`config.mk`:
```
export PLATFORM = sky130hd
export DESIGN_NAME = muladd_mac
export DESIGN_NICKNAME = d
export VERILOG_FILES = /design/src/rtl/muladd_pkg.sv /design/src/rtl/muladd_ppgen.sv /design/src/rtl/muladd_csa.sv /design/src/rtl/muladd_cpa.sv /design/src/rtl/muladd_mac.sv
export SDC_FILE = /design/constraint.sdc
export NUM_CORES = 1
export LEC_CHECK = 0
export BUFFER_PORTS_ARGS = -buffer_cell sky130_fd_sc_hd__buf_2
export CORE_ASPECT_RATIO = 1.25
export CORE_UTILIZATION = 54
export CTS_CLUSTER_SIZE = 24
export DETAILED_ROUTE_END_ITERATION = 16
export PLACE_DENSITY = 0.83
export SLEW_MARGIN = 20
export SYNTH_ARGS = -nofsm -noshare
export SYNTH_HDL_FRONTEND = slang
export SYNTH_SLANG_ARGS = --single-unit
```
`constraint.sdc`:
```
create_clock -name clk -period 1.73 [get_ports clk]
set_input_delay 0 -clock clk [delete_from_list [all_inputs] [get_ports clk]]
set_output_delay 0 -clock clk [all_outputs]
set_load 0.005 [all_outputs]
```
`src/rtl/muladd_pkg.sv`:
```
package muladd_pkg;

  // Interpretation of operand bits for one operation
  typedef enum logic {
    SEL_UNSIGNED = 1'b0,
    SEL_SIGNED   = 1'b1
  } num_mode_e;

endpackage

```
`src/rtl/muladd_ppgen.sv`:
```
// Partial-product and addend row generation.
// Signed products use inverted cross terms plus a fixed correction row.
module muladd_ppgen #(
  parameter  int DW = 8,
  localparam int RW = 2 * DW,
  localparam int NR = DW + 3
) (
  input  logic                   sgn,
  input  logic [DW-1:0]          mcand,
  input  logic [DW-1:0]          mplier,
  input  logic [DW-1:0]          addend_c,
  input  logic [RW-1:0]          addend_w,
  output logic [NR-1:0][RW-1:0]  rows
);

  // Correction for the inverted sign cross terms: ones at column DW and RW-1
  localparam logic [RW-1:0] SIGN_FIX = (RW'(1) << DW) | (RW'(1) << (RW - 1));

  for (genvar i = 0; i < DW; i++) begin : g_row
    logic [DW-1:0] and_bits;
    for (genvar j = 0; j < DW; j++) begin : g_bit
      localparam logic FLIP = ((i == DW - 1) != (j == DW - 1));
      assign and_bits[j] = (mcand[j] & mplier[i]) ^ (sgn & FLIP);
    end
    assign rows[i] = {{DW{1'b0}}, and_bits} << i;
  end

  assign rows[DW]     = sgn ? {{DW{addend_c[DW-1]}}, addend_c} : {{DW{1'b0}}, addend_c};
  assign rows[DW + 1] = addend_w;
  assign rows[DW + 2] = sgn ? SIGN_FIX : '0;

endmodule

```
`src/rtl/muladd_csa.sv`:
```
// Carry-save reduction of all rows into one sum/carry pair.
module muladd_csa #(
  parameter  int DW = 8,
  localparam int RW = 2 * DW,
  localparam int NR = DW + 3
) (
  input  logic [NR-1:0][RW-1:0] rows,
  output logic [RW-1:0]         vec_sum,
  output logic [RW-1:0]         vec_carry
);

  function automatic logic [RW-1:0] fa_sum(input logic [RW-1:0] x,
                                           input logic [RW-1:0] y,
                                           input logic [RW-1:0] z);
    return x ^ y ^ z;
  endfunction

  function automatic logic [RW-1:0] fa_carry(input logic [RW-1:0] x,
                                             input logic [RW-1:0] y,
                                             input logic [RW-1:0] z);
    return ((x & y) | (x & z) | (y & z)) << 1;
  endfunction

  logic [RW-1:0] lvl_s [NR-1];
  logic [RW-1:0] lvl_c [NR-1];

  assign lvl_s[0] = rows[0];
  assign lvl_c[0] = rows[1];

  // One 3:2 compressor level per remaining row
  for (genvar k = 0; k < NR - 2; k++) begin : g_lvl
    assign lvl_s[k+1] = fa_sum  (lvl_s[k], lvl_c[k], rows[k+2]);
    assign lvl_c[k+1] = fa_carry(lvl_s[k], lvl_c[k], rows[k+2]);
  end

  assign vec_sum   = lvl_s[NR-2];
  assign vec_carry = lvl_c[NR-2];

endmodule

```
`src/rtl/muladd_cpa.sv`:
```
// Second stage: carry-propagate add of the redundant pair, output register.
module muladd_cpa #(
  parameter int RW = 16
) (
  input  logic          clk,
  input  logic          rst_n,
  input  logic          pair_valid,
  input  logic [RW-1:0] pair_sum,
  input  logic [RW-1:0] pair_carry,
  output logic          res_valid,
  output logic [RW-1:0] res_sum
);

  function automatic logic [RW-1:0] cpa_add(input logic [RW-1:0] x,
                                            input logic [RW-1:0] y);
    return x + y;
  endfunction

  logic          load_result;
  logic [RW-1:0] resolved;

  assign load_result = pair_valid;
  assign resolved    = cpa_add(pair_sum, pair_carry);

  always_ff @(posedge clk or negedge rst_n) begin
    if (!rst_n) begin
      res_valid <= 1'b0;
      res_sum   <= '0;
    end else begin
      res_valid <= load_result;
      if (load_result) res_sum <= resolved;
    end
  end

  // no valid result means the output word does not move
  p_hold_r5: assert property (@(posedge clk) disable iff (!rst_n)
    !res_valid |-> $stable(res_sum));

endmodule

```
`src/rtl/muladd_mac.sv`:
```
module muladd_mac
  import muladd_pkg::*;
#(
  parameter  int DW = 8,
  localparam int RW = 2 * DW,
  localparam int NR = DW + 3
) (
  input  logic          clk,
  input  logic          rst_n,
  input  logic          in_valid,
  input  logic          signed_mode,
  input  logic [DW-1:0] op_a,
  input  logic [DW-1:0] op_b,
  input  logic [DW-1:0] add_c,
  input  logic [RW-1:0] add_w,
  output logic          out_valid,
  output logic [RW-1:0] out_sum
);

  num_mode_e mode_sel;
  logic      sgn_on;

  assign mode_sel = num_mode_e'(signed_mode);
  assign sgn_on   = (mode_sel == SEL_SIGNED);

  // Stage 1: rows and carry-save reduction
  logic [NR-1:0][RW-1:0] pp_rows;
  logic [RW-1:0]         red_sum;
  logic [RW-1:0]         red_carry;

  muladd_ppgen #(.DW(DW)) u_pp (
    .sgn      (sgn_on),
    .mcand    (op_a),
    .mplier   (op_b),
    .addend_c (add_c),
    .addend_w (add_w),
    .rows     (pp_rows)
  );

  muladd_csa #(.DW(DW)) u_csa (
    .rows      (pp_rows),
    .vec_sum   (red_sum),
    .vec_carry (red_carry)
  );

  // Pipeline cut between reduction and carry-propagate add
  logic          s1_valid;
  logic [RW-1:0] s1_sum;
  logic [RW-1:0] s1_carry;

  always_ff @(posedge clk or negedge rst_n) begin
    if (!rst_n) begin
      s1_valid <= 1'b0;
      s1_sum   <= '0;
      s1_carry <= '0;
    end else begin
      s1_valid <= in_valid;
      if (in_valid) begin
        s1_sum   <= red_sum;
        s1_carry <= red_carry;
      end
    end
  end

  // Stage 2
  muladd_cpa #(.RW(RW)) u_cpa (
    .clk        (clk),
    .rst_n      (rst_n),
    .pair_valid (s1_valid),
    .pair_sum   (s1_sum),
    .pair_carry (s1_carry),
    .res_valid  (out_valid),
    .res_sum    (out_sum)
  );

  // Arithmetic model built from the multiply operator, used by the checks
  function automatic logic [RW-1:0] mac_model(input logic [DW-1:0] a,
                                              input logic [DW-1:0] b,
                                              input logic [DW-1:0] c,
                                              input logic [RW-1:0] w,
                                              input logic          sg);
    logic [RW-1:0] ax, bx, cx, prod;
    ax   = sg ? {{DW{a[DW-1]}}, a} : {{DW{1'b0}}, a};
    bx   = sg ? {{DW{b[DW-1]}}, b} : {{DW{1'b0}}, b};
    cx   = sg ? {{DW{c[DW-1]}}, c} : {{DW{1'b0}}, c};
    prod = ax * bx;
    return prod + cx + w;
  endfunction

  logic [RW-1:0] model_now;
  logic [RW-1:0] s1_pair_total;

  assign model_now     = mac_model(op_a, op_b, add_c, add_w, sgn_on);
  assign s1_pair_total = s1_sum + s1_carry;

  // the registered redundant pair resolves to the modular result
  p_pair_value_r1: assert property (@(posedge clk) disable iff (!rst_n)
    s1_valid |-> (s1_pair_total == $past(model_now)));

  // a result strobe is always backed by an issue two edges earlier
  p_valid_lag_r3: assert property (@(posedge clk) disable iff (!rst_n)
    out_valid |-> $past(in_valid, 2));

  // every issue outside reset yields its strobe
  p_issue_result_r3: assert property (@(posedge clk) disable iff (!rst_n)
    ($past(in_valid, 2) && $past(rst_n, 2) && $past(rst_n)) |-> out_valid);

endmodule

```
==> Implementation_results.wiki, run 1 <==
{| class="wikitable"
! Metric !! Value
|-
| Status || finished with violations
|-
| Violations in the final reports || negative setup slack
|-
| Share of total power in combinational logic || 0.739
|-
| Cell occurring most often along the worst timing path || sky130_fd_sc_hd__fa_1
|-
| Top-level port count || 61
|-
| Critical path type || primary input to flip-flop
|-
| Most used DFF post-synth || sky130_fd_sc_hd__dfrtp_1
|-
| Headroom to the max-slew limit || 0.607
|-
| Leakage dissipation || 3.28 nW
|-
| Post-synthesis sequential element count || 48
|-
| Top-area cell type share of the netlist area || 0.264
|-
| Shortest period the worst path allows || 4.69 ns
|-
| Cell types with the largest area share after synthesis || sky130_fd_sc_hd__fa_1, sky130_fd_sc_hd__dfrtp_1, sky130_fd_sc_hd__ha_1
|-
| CTS Buffer Depth || 2
|-
| Syn Inst Count || 500
|-
| TritonCTS Sinks || 48
|-
| Horizontal die dimension || 87.5 um
|-
| Biggest area consumer among synthesized cells || sky130_fd_sc_hd__fa_1
|-
| Clk slew on worst S/H paths || 0.09 ns
|-
| R2r setup slk || -0.36 ns
|-
| Count of buffering cells on the critical path with inverters included || 7
|-
| Hold crit path type || primary input to flip-flop
|-
| Worst-case setup slack after placement || -3.33 ns
|-
| First-pass GRT wire length || 19600 um
|-
| Storage element area || 0.00120 sq mm
|-
| Maximum operating frequency || 213 MHz
|-
| Number of cell instances on the worst register-to-register path || 8
|-
| Fraction of layout instances using a drive strength above 1 || 0.460
|-
| Number of standard-cell rows in the floorplan || 38
|-
| Total count of max-transition violations in the final report || 0
|-
| Port Buffer Count || 60
|-
| Cell with the most instances after synthesis || sky130_fd_sc_hd__inv_1
|-
| Final wirelength || 11900 um
|-
| Number of nets produced by synthesis || 650
|-
| Placed Instance Area || 0.00592 sq mm
|-
| Initial antenna violation count || 0
|-
| Power consumption || 11.3 mW
|-
| Post-Route Hold Slack || 0.0588 ns
|-
| CTS H-tree depth || 2
|-
| Die Y || 109 um
|-
| Count of warnings emitted by yosys || 0
|-
| Cell area after synthesis || 0.00494 sq mm
|-
| Router iterations before antenna repair || 4
|-
| Routed vias/inst || 5.23
|-
| Startpoint Class || primary input
|-
| Slew @ Worst Pin || 0.590 ns
|-
| Final count of hold timing violations || 0
|-
| Post-synthesis sequential area ratio || 0.243
|-
| Standard cell with the maximum stage delay on the critical path || sky130_fd_sc_hd__fa_2
|-
| Total non-filler cell area in the finished layout || 0.00668 sq mm
|-
| Residual antenna-violating net count after detailed routing || 0
|-
| Number of global-route vias before repair || 4315
|-
| Starting density of the core || 0.561
|-
| Most frequent cells after synthesis || sky130_fd_sc_hd__inv_1, sky130_fd_sc_hd__fa_1, sky130_fd_sc_hd__nand2_1
|-
| Worst voltage drop across the vdd grid || 0.818 mV
|-
| Filler Cells Inserted || 521
|-
| Post-Place Cells || 718
|-
| Clock tree from TritonCTS || done
|-
| Critical Path End Type || flip-flop
|-
| Final setup skew || 0.0115 ns
|-
| Clock insertion delay at the later pin of the skew report || 0.32 ns
|-
| Final global-route overflow total || 0
|-
| Number of enable flip-flop cells after synthesis || 0
|-
| Hold endpoint || s1_sum[0]
|-
| Clock buffer count from CTS || 5
|-
| Critical hold path startpoint || add_w[0]
|-
| Root Buffer || sky130_fd_sc_hd__clkbuf_8
|-
| Sequential group share of total power || 0.177
|-
| Maximum number of pins on one net before global-route repair || 49
|-
| Beginning of the worst register-to-register path || s1_sum[2]
|-
| Syn-to-layout area delta || 35.4%
|-
| Antenna Diode Count || 0
|-
| Crit path max-delay family || adder cells
|-
| Mapped Avg Cell Area || 9.87 sq um
|-
| DR WL/cell || 16.1 um
|-
| Net count of the finished layout || 770
|-
| Net switching fraction of the power || 0.428
|-
| Power per cell area || 1700 mW/mm^2
|-
| Data required, critical path || 1.91 ns
|-
| Share of power burned in the clock network || 0.084
|-
| MaxCap Viol Count || 0
|-
| Finish-stage setup viols || 39
|-
| Cell internal power dissipation || 6.48 mW
|-
| Die area || 0.00953 sq mm
|-
| Final cycle utilization of the critical path || 2.71
|-
| DR vias || 3872
|-
| Final worst-path setup slack || -2.96 ns
|-
| Critical-path cell list || buf_8, buf_6, nand2_4, xnor2_2, ha_1, inv_2, fa_2, fa_2, fa_1, inv_1, fa_1, inv_1, fa_1, inv_1, fa_1, inv_1, fa_1, fa_1, mux2i_1
|-
| Worst-path maximum fanout || 3
|-
| Hold-critical path depth || 3
|-
| Count of different cell masters after synthesis || 47
|-
| DP HPWL || 8400 um
|-
| Reported net switching power || 4.85 mW
|-
| Post-route DRC || 0
|-
| Count of placed standard cells in the final layout, fillers left out || 740
|-
| Largest stage delay on the critical path || 0.53 ns
|-
| Fraction of synthesis flops using an asynchronous set or reset pin || 1.00
|-
| Worst endpoint data arrival time || 4.88 ns
|-
| Unrepaired setup endpoints after global routing || yes
|-
| RePlAce Congestion || 0.866
|-
| Core region area || 0.00880 sq mm
|-
| Area used by multi-input combinational logic || 0.00380 sq mm
|-
| Reg2reg end || u_cpa.res_sum[12]
|-
| DRC marker count from the first detailed-route iteration || 163
|-
| GRT Total Usage || 0.271
|}
power by group through the flow:
stage                     logic (mW)  clock network, mW  registers (mW)
after global placement          6.20                  0            1.95
after global routing            9.37              0.998            2.06
final                           8.38              0.952            2.00
after floorplan                 4.79                  0            1.93
after detailed placement        6.80                  0            1.98
after CTS                       7.62              0.953            1.99
what timing repair did:
action                                  CTS  global route
buffers inserted                         11             6
pin swaps                                34            27
hold buffers                              1             0
endpoints found under the setup margin   38            40
resized for setup                        85            48
endpoints found under the hold margin    48             0
cell families (layout without fill, tap and decap cells):
kind of cell,count (synthesis),count (layout),synth area share
buffers and inverters,134,254,0.104
AND/OR/NAND/NOR,107,107,0.0976
adder cells (fa/ha/maj),106,106,0.367
AO/OA/AOI/OAI,51,51,0.0760
flip-flops,48,48,0.243
multiplexers,33,33,0.0748
XOR/XNOR,21,21,0.0373
worst max-delay path by stage:
| stage | from | endpoint | cells after the start |
|---|---|---|---|
| 6_report | op_a[7] | s1_sum[8] | 19 |
| 5_1_grt | op_b[0] | s1_sum[7] | 18 |
| 4_1_cts | signed_mode | s1_sum[8] | 17 |
| 3_5_place_dp | signed_mode | s1_sum[8] | 17 |
| 3_3_place_gp | op_b[0] | s1_sum[8] | 17 |
| 2_1_floorplan | signed_mode | s1_sum[7] | 19 |
per-layer routing:
| metal | wire (um) | share of wire | global-route usage |
|---|---|---|---|
| met5 | 0 | 0 | 0 |
| met4 | 471 | 0.039 | 0.131 |
| met3 | 300 | 0.025 | 0.0280 |
| met2 | 6900 | 0.58 | 0.552 |
| met1 | 4270 | 0.36 | 0.264 |
layout by cell type (no fill, tap or decap), types with 3 or more instances in the layout:
cell type,synthesis,final
sky130_fd_sc_hd__buf_2,1,52
sky130_fd_sc_hd__buf_8,0,4
sky130_fd_sc_hd__a21oi_1,8,7
sky130_fd_sc_hd__buf_6,1,13
sky130_fd_sc_hd__inv_2,0,23
sky130_fd_sc_hd__and2_1,15,11
sky130_fd_sc_hd__ha_2,0,7
sky130_fd_sc_hd__dfrtp_1,48,48
sky130_fd_sc_hd__clkbuf_8,0,5
sky130_fd_sc_hd__o31ai_1,3,3
sky130_fd_sc_hd__o21ai_1,0,3
sky130_fd_sc_hd__o21ai_0,9,6
sky130_fd_sc_hd__o21a_1,4,4
sky130_fd_sc_hd__nand2_4,0,8
sky130_fd_sc_hd__a211o_1,3,3
sky130_fd_sc_hd__nand2_1,63,54
sky130_fd_sc_hd__buf_4,0,59
sky130_fd_sc_hd__fa_2,0,28
sky130_fd_sc_hd__fa_1,65,37
sky130_fd_sc_hd__nor2_1,12,11
sky130_fd_sc_hd__a21o_1,4,4
sky130_fd_sc_hd__inv_1,115,91
sky130_fd_sc_hd__mux2_4,0,9
sky130_fd_sc_hd__ha_4,0,18
sky130_fd_sc_hd__ha_1,41,16
sky130_fd_sc_hd__xnor2_1,21,16
sky130_fd_sc_hd__xnor2_2,0,4
sky130_fd_sc_hd__and2_4,1,5
sky130_fd_sc_hd__mux2_2,31,22
metrics by stage:
step | util | setup TNS [ns]
6_report | 0.760 | -60.70
5_1_grt | 0.760 | -64.13
4_1_cts | 0.738 | -59.42
3_5_place_dp | 0.674 | -70.19
3_3_place_gp | 0.674 | -67.27
2_1_floorplan | - | -63.25
tightest hold or removal path, stage by stage:
cell	delay [ns]
sky130_fd_sc_hd__buf_2	0.09
sky130_fd_sc_hd__ha_1	0.12
sky130_fd_sc_hd__mux2_2	0.14
cell type report:
type | instances | area share
multi-input cells | 318 | 0.569
flip-flops and latches | 48 | 0.180
repair buffers | 131 | 0.144
inverters | 116 | 0.0663
well taps | 120 | 0.0225
clock buffers | 5 | 0.0103
clock inverters | 2 | 0.00899
state kept, by name, summed over array words and instances, names as in the netlist:
signal	flops
u_cpa.res_sum	16
s1_sum	16
s1_valid	1
s1_carry	14
u_cpa.res_valid	1
Note: power is estimated with default switching activity, not from simulation.
==> run 2, diff against run 1 <==
--- a/config.mk
+++ b/config.mk
@@ -5,6 +5,7 @@
 export SDC_FILE = /design/constraint.sdc
 export NUM_CORES = 1
 export LEC_CHECK = 0
+export ABC_AREA = 1
 export BUFFER_PORTS_ARGS = -buffer_cell sky130_fd_sc_hd__buf_2
 export CORE_ASPECT_RATIO = 1.25
 export CORE_UTILIZATION = 54
==> run 2 against run 1 <==
- the run still ends with negative setup slack left
- design area is 2.0% lower
- sequential cell count stayed put
- critical endpoint unchanged
- synthesized area increased by 3.5%
- count of clock-buffer cells in the layout stayed put
- clock skew fell by 0.0050 ns
- die area up 3.4%
- sequential power is 7% lower
- first-iteration DRC count increased by 18%
- total power is 1.7% lower
- critical path type unchanged
==> Implementation_results.wiki, run 2 <==
{| class="wikitable"
! Metric !! Value
|-
| DP HPWL || 8660 um
|-
| Worst-path maximum fanout || 3
|-
| Leakage dissipation || 3.48 nW
|-
| Headroom to the max-slew limit || 0.721
|-
| Root Buffer || sky130_fd_sc_hd__clkbuf_16
|-
| Total non-filler cell area in the finished layout || 0.00655 sq mm
|-
| Clock insertion delay at the later pin of the skew report || 0.29 ns
|-
| Final wirelength || 12200 um
|-
| Router iterations before antenna repair || 4
|-
| Count of placed standard cells in the final layout, fillers left out || 854
|-
| Core region area || 0.00917 sq mm
|-
| First-pass GRT wire length || 20000 um
|-
| Most frequent cells after synthesis || sky130_fd_sc_hd__nand2_1, sky130_fd_sc_hd__inv_1, sky130_fd_sc_hd__fa_1
|-
| RePlAce Congestion || 0.820
|-
| CTS Buffer Depth || 2
|-
| Share of power burned in the clock network || 0.100
|-
| Worst-case setup slack after placement || -3.33 ns
|-
| Cell area after synthesis || 0.00511 sq mm
|-
| Cell internal power dissipation || 5.92 mW
|-
| Clock buffer count from CTS || 5
|-
| Post-synthesis sequential area ratio || 0.235
|-
| Shortest period the worst path allows || 4.74 ns
|-
| Data required, critical path || 1.91 ns
|-
| Clk slew on worst S/H paths || 0.07 ns
|-
| Leading cell types in the layout, fill and taps excluded || sky130_fd_sc_hd__nand2_1, sky130_fd_sc_hd__inv_1, sky130_fd_sc_hd__buf_2, sky130_fd_sc_hd__inv_2, sky130_fd_sc_hd__dfrtp_1
|-
| Final cycle utilization of the critical path || 2.74
|-
| Net count of the finished layout || 880
|-
| Critical Path End Type || flip-flop
|-
| Post-route DRC || 0
|-
| Top-area cell type share of the netlist area || 0.255
|-
| Number of nets produced by synthesis || 804
|-
| Syn-to-layout area delta || 28.1%
|-
| Final global-route overflow total || 0
|-
| Number of global-route vias before repair || 4731
|-
| Setup Total Neg Slack || -56.96 ns
|-
| Critical path type || primary input to flip-flop
|-
| TritonCTS Sinks || 48
|-
| Worst endpoint data arrival time || 4.92 ns
|-
| Maximum operating frequency || 211 MHz
|-
| Post-Place Cells || 839
|-
| Worst voltage drop across the vdd grid || 0.924 mV
|-
| Reported net switching power || 5.22 mW
|-
| Initial antenna violation count || 0
|-
| Slew @ Worst Pin || 0.419 ns
|-
| Violations in the final reports || negative setup slack
|-
| Die area || 0.00986 sq mm
|-
| Residual antenna-violating net count after detailed routing || 0
|-
| Number of standard-cell rows in the floorplan || 39
|-
| Startpoint Class || primary input
|-
| DR vias || 4280
|-
| Mapped Avg Cell Area || 7.82 sq um
|-
| Top-level port count || 61
|-
| Count of warnings emitted by yosys || 0
|-
| Maximum number of pins on one net before global-route repair || 33
|-
| Final setup skew || 0.00642 ns
|-
| Post-synthesis sequential element count || 48
|-
| Horizontal die dimension || 89.0 um
|-
| Hold crit path type || primary input to flip-flop
|-
| Clock tree from TritonCTS || done
|-
| Antenna Diode Count || 0
|-
| Port Buffer Count || 60
|-
| Count of different cell masters after synthesis || 25
|-
| Cell with the most instances after synthesis || sky130_fd_sc_hd__nand2_1
|-
| Final count of hold timing violations || 0
|-
| CTS H-tree depth || 2
|-
| Fraction of layout instances using a drive strength above 1 || 0.364
|-
| Syn Inst Count || 654
|-
| Net switching fraction of the power || 0.468
|-
| Fraction of synthesis flops using an asynchronous set or reset pin || 1.00
|-
| Starting density of the core || 0.557
|-
| DRC marker count from the first detailed-route iteration || 192
|-
| DR WL/cell || 14.2 um
|-
| Final worst-path setup slack || -3.01 ns
|-
| Status || finished with violations
|-
| Share of total power in combinational logic || 0.732
|-
| Most used DFF post-synth || sky130_fd_sc_hd__dfrtp_1
|-
| Power per cell area || 1700 mW/mm^2
|-
| Biggest area consumer among synthesized cells || sky130_fd_sc_hd__fa_1
|-
| MaxCap Viol Count || 0
|-
| Finish-stage setup viols || 29
|-
| Unrepaired setup endpoints after global routing || yes
|-
| GRT Total Usage || 0.262
|-
| Sequential group share of total power || 0.168
|-
| Regs by FF count || s1_sum x16, u_cpa.res_sum x16, s1_carry x14
|-
| Placed Instance Area || 0.00578 sq mm
|-
| Number of enable flip-flop cells after synthesis || 0
|-
| Die Y || 111 um
|-
| Routed vias/inst || 5.01
|-
| Cell types with the largest area share after synthesis || sky130_fd_sc_hd__fa_1, sky130_fd_sc_hd__dfrtp_1, sky130_fd_sc_hd__nand2_1
|-
| Commonest non-fill, non-tap cell in the layout || sky130_fd_sc_hd__nand2_1
|-
| Total count of max-transition violations in the final report || 0
|}
-- run 2: repair_timing --
| item | CTS | global route |
|---|---|---|
| setup endpoints to repair | 29 | 33 |
| buffers inserted | 5 | 1 |
| hold buffers | 1 | 0 |
| endpoints found under the hold margin | 16 | 0 |
| pin swaps | 46 | 29 |
| gates resized for setup | 111 | 38 |
-- run 2: cell type report --
cell class / count / area [sq um]
timing repair buffer: 95 / 649
inverter: 164 / 616
clock buffer: 5 / 125
fill: 676 / 2630
tap: 123 / 154
multi-input combinational: 416 / 3750
clock inverter: 3 / 46.3
sequential: 48 / 1200
-- run 2: cell families (layout without fill, tap and decap cells) --
logic type	count (synthesis)	after routing	synth area share
AO/OA/AOI/OAI	26	26	0.0255
XOR/XNOR	22	22	0.0377
adder cells (fa/ha/maj)	106	106	0.355
buffers and inverters	190	267	0.143
flip-flops	48	48	0.235
AND/OR/NAND/NOR	262	262	0.203
-- run 2: worst max-delay path: stages --
cell,delay [ns]
sky130_fd_sc_hd__buf_8,0.11
sky130_fd_sc_hd__xor2_2,0.17
sky130_fd_sc_hd__fa_2,0.54
sky130_fd_sc_hd__fa_2,0.45
sky130_fd_sc_hd__fa_2,0.36
sky130_fd_sc_hd__fa_1,0.52
sky130_fd_sc_hd__inv_1,0.05
sky130_fd_sc_hd__fa_1,0.47
sky130_fd_sc_hd__inv_1,0.05
sky130_fd_sc_hd__fa_1,0.49
sky130_fd_sc_hd__inv_2,0.04
sky130_fd_sc_hd__fa_1,0.51
sky130_fd_sc_hd__inv_1,0.06
sky130_fd_sc_hd__fa_1,0.48
sky130_fd_sc_hd__fa_2,0.56
sky130_fd_sc_hd__o21ai_2,0.06
-- run 2: final timing paths --
kind / from / endpoint / slack (ns) / depth (start not counted)
min in group asynchronous: rst_n / u_cpa.res_sum[15] / 0.15 / 2
worst max register to register: s1_sum[4] / u_cpa.res_sum[15] / 0.12 / 8
worst min-delay path: add_w[0] / s1_sum[0] / 0.08 / 4
worst max-delay path: signed_mode / s1_sum[8] / -3.01 / 16
worst min register to register: u_cpa.res_sum[13] / u_cpa.res_sum[13] / 0.47 / 2
max in group asynchronous: rst_n / s1_sum[14] / 0.87 / 3
-- run 2: power groups by stage --
stage | Sequential (mW) | Clock (mW) | Combinational (mW)
after floorplan | 1.84 | 0 | 4.48
after global placement | 1.84 | 0 | 5.43
after detailed placement | 1.86 | 0 | 5.93
after CTS | 1.85 | 1.13 | 7.09
after global routing | 1.92 | 1.17 | 9.16
final | 1.87 | 1.11 | 8.15
-- run 2: per-stage QoR --
stage | hold slack [ns] | power (mW) | util
global placement | -0.0734 | 7.26 | 0.630
finish | 0.0792 | 11.1 | 0.714
global route | 0.118 | 12.2 | 0.714
CTS | 0.0730 | 10.1 | 0.699
floorplan | -0.296 | 6.31 | -
detailed placement | -0.0722 | 7.79 | 0.630
-- run 2: layer usage --
metal  part of all wire  track usage  wire (um)  vias to the layer above
li1                   -            -          -                     2023
met1               0.35        0.265       4280                     2108
met2               0.58        0.504       7110                      111
met3              0.025       0.0320        300                       38
met4              0.039        0.132        472                        0
met5                  0            0          0                        -
